===== src/rtl/ftb_pkg.sv =====
package ftb_pkg;
  typedef enum logic [1:0] {
    SEL_CTRL = 2'd0,
    SEL_STAT = 2'd1,
    SEL_DATA = 2'd2,
    SEL_NONE = 2'd3
  } reg_sel_e;

  localparam int CTL_PWR  = 0;
  localparam int CTL_EN   = 1;
  localparam int CTL_OVF  = 2;
  localparam int CTL_LCMP = 3;
  localparam int CTL_W    = 4;
endpackage


===== src/rtl/ftb_ctrl.sv =====
module ftb_ctrl
  import ftb_pkg::*;
#(
  parameter int DW = 32
) (
  input  logic          clk,
  input  logic          rst_n,
  input  logic          wr_en,
  input  logic [DW-1:0] wdata,
  input  logic          ovf_evt,
  output logic [CTL_W-1:0] ctl
);
  logic pwr_q, en_q, ovf_q, lcmp_q;
  logic unused_hi;

  assign unused_hi = ^wdata[DW-1:CTL_W];

  always_ff @(posedge clk) begin
    if (!rst_n) begin
      pwr_q  <= 1'b0;
      en_q   <= 1'b0;
      ovf_q  <= 1'b0;
      lcmp_q <= 1'b0;
    end else begin
      if (wr_en) begin
        pwr_q  <= wdata[CTL_PWR];
        en_q   <= wdata[CTL_EN];
        lcmp_q <= wdata[CTL_LCMP];
      end
      // overflow: set by hardware, cleared only by writing a zero
      if (ovf_evt)    ovf_q <= 1'b1;
      else if (wr_en) ovf_q <= ovf_q & wdata[CTL_OVF];
    end
  end

  always_comb begin
    ctl           = '0;
    ctl[CTL_PWR]  = pwr_q;
    ctl[CTL_EN]   = en_q;
    ctl[CTL_OVF]  = ovf_q;
    ctl[CTL_LCMP] = lcmp_q;
  end
endmodule


===== src/rtl/ftb_lifo.sv =====
module ftb_lifo #(
  parameter int AW    = 32,
  parameter int DEPTH = 16,
  localparam int PW   = $clog2(DEPTH),
  localparam int CW   = $clog2(DEPTH + 1)
) (
  input  logic          clk,
  input  logic          rst_n,
  input  logic          clear,
  input  logic          push,
  input  logic [AW-1:0] push_src,
  input  logic [AW-1:0] push_dst,
  input  logic          pop_word,
  output logic [AW-1:0] top_word,
  output logic [CW-1:0] count,
  output logic          word_sel,
  output logic          drop_evt
);
  logic [AW-1:0] src_q [DEPTH];
  logic [AW-1:0] dst_q [DEPTH];
  logic [PW-1:0] head_q, top_idx;
  logic [CW-1:0] cnt_q;
  logic          ws_q, full;

  assign full     = (cnt_q == CW'(DEPTH));
  assign top_idx  = head_q - PW'(1);
  assign drop_evt = push && full;
  assign count    = cnt_q;
  assign word_sel = ws_q;

  // one write port per slot, selected by the ring head
  for (genvar g = 0; g < DEPTH; g++) begin : g_slot
    always_ff @(posedge clk) begin
      if (push && head_q == PW'(g)) begin
        src_q[g] <= push_src;
        dst_q[g] <= push_dst;
      end
    end
  end

  always_comb begin
    if (cnt_q == '0)  top_word = '0;
    else if (ws_q)    top_word = src_q[top_idx];
    else              top_word = dst_q[top_idx];
  end

  always_ff @(posedge clk) begin
    if (!rst_n || clear) begin
      head_q <= '0;
      cnt_q  <= '0;
      ws_q   <= 1'b0;
    end else if (push) begin
      head_q <= head_q + PW'(1);
      if (!full) cnt_q <= cnt_q + CW'(1);
      ws_q   <= 1'b0;
    end else if (pop_word && cnt_q != '0) begin
      if (!ws_q) begin
        ws_q <= 1'b1;
      end else begin
        ws_q   <= 1'b0;
        head_q <= top_idx;
        cnt_q  <= cnt_q - CW'(1);
      end
    end
  end
endmodule


===== src/rtl/flow_trace_buf.sv =====
module flow_trace_buf
  import ftb_pkg::*;
#(
  parameter int AW    = 32,
  parameter int DW    = 32,
  parameter int DEPTH = 16
) (
  input  logic          clk,
  input  logic          rst_n,
  input  logic          cap_valid,
  output logic          cap_ready,
  input  logic [AW-1:0] cap_src,
  input  logic [AW-1:0] cap_dst,
  input  logic          reg_req_valid,
  output logic          reg_req_ready,
  input  logic          reg_we,
  input  logic [1:0]    reg_addr,
  input  logic [DW-1:0] reg_wdata,
  output logic          rsp_valid,
  output logic [DW-1:0] rsp_data
);
  localparam int CW = $clog2(DEPTH + 1);

  logic [CTL_W-1:0] ctl;
  logic             power, enable, ovf;
  logic             cap_take, req_fire, data_rd, reg_rd, ctl_wr, pop_now;
  logic             pend_q, drop_evt, word_sel;
  logic [AW-1:0]    top_word;
  logic [CW-1:0]    count;
  reg_sel_e         sel;

  assign sel     = reg_sel_e'(reg_addr);
  assign power   = ctl[CTL_PWR];
  assign enable  = ctl[CTL_EN];
  assign ovf     = ctl[CTL_OVF];

  assign cap_ready     = power && enable;
  assign cap_take      = cap_valid && cap_ready;
  assign reg_req_ready = !pend_q;
  assign req_fire      = reg_req_valid && reg_req_ready;
  assign reg_rd        = req_fire && !reg_we;
  assign data_rd       = reg_rd && sel == SEL_DATA;
  assign ctl_wr        = req_fire && reg_we && sel == SEL_CTRL;
  // capture wins; a colliding pop waits one cycle
  assign pop_now       = (data_rd || pend_q) && !cap_take;

  ftb_ctrl #(.DW(DW)) u_ctrl (
    .clk     (clk),
    .rst_n   (rst_n),
    .wr_en   (ctl_wr),
    .wdata   (reg_wdata),
    .ovf_evt (drop_evt),
    .ctl     (ctl)
  );

  ftb_lifo #(.AW(AW), .DEPTH(DEPTH)) u_lifo (
    .clk      (clk),
    .rst_n    (rst_n),
    .clear    (!power),
    .push     (cap_take),
    .push_src (cap_src),
    .push_dst (cap_dst),
    .pop_word (pop_now),
    .top_word (top_word),
    .count    (count),
    .word_sel (word_sel),
    .drop_evt (drop_evt)
  );

  always_ff @(posedge clk) begin
    if (!rst_n) begin
      pend_q    <= 1'b0;
      rsp_valid <= 1'b0;
      rsp_data  <= '0;
    end else begin
      pend_q    <= (data_rd || pend_q) && cap_take;
      rsp_valid <= pop_now || (reg_rd && sel != SEL_DATA);
      if (pop_now) begin
        rsp_data <= DW'(top_word);
      end else begin
        unique case (sel)
          SEL_CTRL: rsp_data <= DW'(ctl);
          SEL_STAT: rsp_data <= DW'(count);
          default:  rsp_data <= '0;
        endcase
      end
    end
  end
endmodule


===== config.mk =====
export PLATFORM = sky130hd
export DESIGN_NAME = flow_trace_buf
export DESIGN_NICKNAME = d
export VERILOG_FILES = /design/src/rtl/ftb_pkg.sv /design/src/rtl/ftb_ctrl.sv /design/src/rtl/ftb_lifo.sv /design/src/rtl/flow_trace_buf.sv
export SDC_FILE = /design/constraint.sdc
export NUM_CORES = 1
export LEC_CHECK = 0
export ABC_AREA = 1
export BUFFER_PORTS_ARGS = -buffer_cell sky130_fd_sc_hd__buf_2
export CAP_MARGIN = 40
export CORE_MARGIN = 4
export CORE_UTILIZATION = 30
export CTS_CLUSTER_DIAMETER = 100
export DETAILED_ROUTE_END_ITERATION = 16
export SETUP_SLACK_MARGIN = 0.4
export SYNTH_ARGS = -nofsm -noshare
export SYNTH_HDL_FRONTEND = slang
export SYNTH_SLANG_ARGS = --single-unit

===== constraint.sdc =====
create_clock -name clk -period 11.15 [get_ports clk]
set_input_delay 1.115 -clock clk [delete_from_list [all_inputs] [get_ports clk]]
set_output_delay 1.115 -clock clk [all_outputs]
set_load 0.03 [all_outputs]

==> results.md <==
- Status: finished, final reports clean
- Hpwl dp: 60.8 mm
- Slowest CP cell: ha_4
- Fill count: 13,500
- Post_cts resized: 0
- Crit path time final: 4590 ps
- Crit share post-route: 41.2%
- Syn nets: 3,507
- Number of max-cap violations: 0
- Pins Over Slew Limit: 0
- Number of synthesized flops with an enable pin: 1,024
- Total CTS buffers: 105
- Fmax: 218 MHz
- Worst slew pin tran: 920 ps
- Initial antenna violation count: 31
- Port bufs: 109
- H-Tree Depth: 3
- Final Core Density: 34.9%
- Post-synthesis register bit count: 1,072
- PD cells: 163 mW/mm^2
- Initial DRC Count: 2,944
- TritonRoute pass-1 iters: 5
- First-pass GRT wire length: 168 mm
- Top cells by count, synth: edfxtp_1, nor2_1, o21ai_0, nand2_1, nand3_1
- Met3 Track Usage GR: 2.78%
- Syn avg cell area: 12.5 um^2
- Unrepaired setup endpoints after global routing: false
- Clock Path Buffers: 3
- Die Wd: 384 um
- GRT busiest layer: met2
- Share of flip-flops with an asynchronous set or reset: 0%
- Worst EP arrival: 5110 ps
- Sequential area share after synthesis: 74.6%
- Crit path kind: register to register
- Critical-path cell list: inv_8 -> ha_4 -> buf_12 -> buf_4 -> buf_16 -> nor2_1 -> o21ai_0 -> o211ai_1 -> nand2_1 -> nor2_1 -> nor2_1 -> nor2_1
- TNS Setup: 0 ps
- Met2 GRT Util: 23.8%
- Worst-case clock skew: 42.6 ps
- Remaining antenna violation count: 0
- Clk sinks: 1,072
- Max incr delay on CP: 740 ps
- Total grt overflow: 0
- Most used DFF post-synth: edfxtp_1
- Largest net degree at the start of global routing: 165
- Final #Nets: 3,571
- Core area: 0.140 mm^2
- Final WL: 115 mm
- Post-synthesis cell count: 3,394
- CP Launch Type: register
- Root buffer cell: clkbuf_16
- Reg clk slew, reported paths: 60 ps
- Layout Area Growth over Synthesis: 15.1%
- Post-CTS Hold Fix Bufs: 0
- Min-delay worst type: register to register
- Worst-path maximum fanout: 153
- Grt met1 use: 21.7%
- Cell with the most instances after synthesis: edfxtp_1
- Vias in the first global route: 25,200
- Final setup viols: 0
- Slew HR: 38.7%
- Via density: 4.95
- Die area: 0.148 mm^2
- WL/cell: 21.2 um
- Top post-synthesis cells by area: edfxtp_1, nor2_1, o21ai_0
- Worst path required time: 11,670 ps
- P_leak: 16.0 nW
- Initial Util: 30.3%
- DRC viols: 0
- IO Count: 138
- Final hold violations: 0
- GP Congestion: 0.754
- TritonCTS clock tree: yes
- Hold_ws: 487 ps
- Cell taking the most area after synthesis: edfxtp_1
- Chip Height: 384 um
- Post-synth design cell area: 0.0425 mm^2
- Num rows: 137
- Clk Latency, worst-skew pair: 720 ps
- CP endpoint kind: register
- Share of cells above drive strength 1: 9.95%
- Crit-path most repeated cell: nor2_1
- Peak supply drop: 0.129 mV
- Total GRT Usage: 15.2%
- Ys Warns: 0
- Yosys top cell area share: 72.4%
- Postcts setup bufs: 0
- Total power: 0.00796 W
- Yosys cell types: 28
- Vias post-DR: 26,800
-- where the power goes --
| part | internal (W) | switching (W) | leakage (nW) |
|---|---|---|---|
| combinational | 0.0000110 | 0.0000546 | 4.79 |
| clock | 0.00198 | 0.00151 | 1.65 |
| sequential | 0.00440 | 0.000000418 | 9.59 |
| total | 0.00640 | 0.00156 | 16.0 |
-- logic make-up after synthesis --
logic type,synth area share (%)
AO/OA/AOI/OAI,9.82
XOR/XNOR,0.159
adder cells (fa/ha/maj),0.312
buffers and inverters,3.49
flip-flops,74.6
AND/OR/NAND/NOR,11.6
-- registers in the layout, summed over array words and instances, names as in the netlist --
name	count
pend_q	1
rsp_data	32
rsp_valid	1
u_ctrl.en_q	1
u_ctrl.lcmp_q	1
u_ctrl.ovf_q	1
u_ctrl.pwr_q	1
u_lifo.count	5
u_lifo.dst_q	512
u_lifo.head_q	4
u_lifo.src_q	512
u_lifo.word_sel	1
-- per-layer routing --
layer | part of all wire (%) | up-vias
met1 | 44 | 13300
met4 | 2.3 | 14
met2 | 46 | 934
li1 | - | 12400
met5 | 0.082 | -
met3 | 7.3 | 212
-- critical path: cells and delay by family (launching register included) --
family | cells | cell delay [ps]
buffers and inverters | 4 | 1820
DFF | 1 | 430
and+or+nand+nor | 5 | 1070
AOI/OAI and AO/OA | 2 | 190
adders and majority gates | 1 | 740
-- cell usage in the layout, fill, tap and decap left out, types with 15 or more instances in the layout --
master and instances:
nor2_1 603, inv_1 126, buf_16 15, nor2_4 17
clkbuf_16 108, clkinv_2 15, o22ai_1 32, buf_2 109
a21oi_1 98, clkinv_1 21, o211ai_1 162, clkbuf_1 30
edfxtp_1 1024, nand3_1 288, buf_4 45, nand2_1 298
o21ai_0 441, dfxtp_1 46
-- through the flow --
step           setup WS, ps  std cells  instance area [um^2]
6_report               6560       5428                 48900
5_1_grt                6310       5424                 48900
2_1_floorplan          6320       3394                 42500
3_5_place_dp           6570       5227                 45500
3_3_place_gp           6300       5204                 44900
4_1_cts                6550       5424                 48900
-- final cells by class --
type / count / area [um^2] / area share (%)
Clock inverter: 53 / 489 / 1.00
Tap cell: 1876 / 2350 / 4.80
Sequential cell: 1072 / 31700 / 64.8
Clock buffer: 144 / 2900 / 5.92
Multi-Input combinational cell: 1971 / 9460 / 19.3
Antenna cell: 4 / 10.0 / 0.0205
Timing Repair Buffer: 179 / 1500 / 3.06
Inverter: 129 / 494 / 1.01
-- final timing paths --
| path | from | endpoint | slack [ps] | depth (start not counted) |
|---|---|---|---|---|
| hold reg to reg | u_ctrl.ovf_q | u_ctrl.ovf_q | 490 | 2 |
| setup / recovery | u_lifo.head_q[0] | rsp_data[25] | 6560 | 12 |
| hold / removal | u_ctrl.ovf_q | u_ctrl.ovf_q | 490 | 2 |
| setup reg to reg | u_lifo.head_q[0] | rsp_data[25] | 6560 | 12 |
Power figures use the tool's default switching activity.
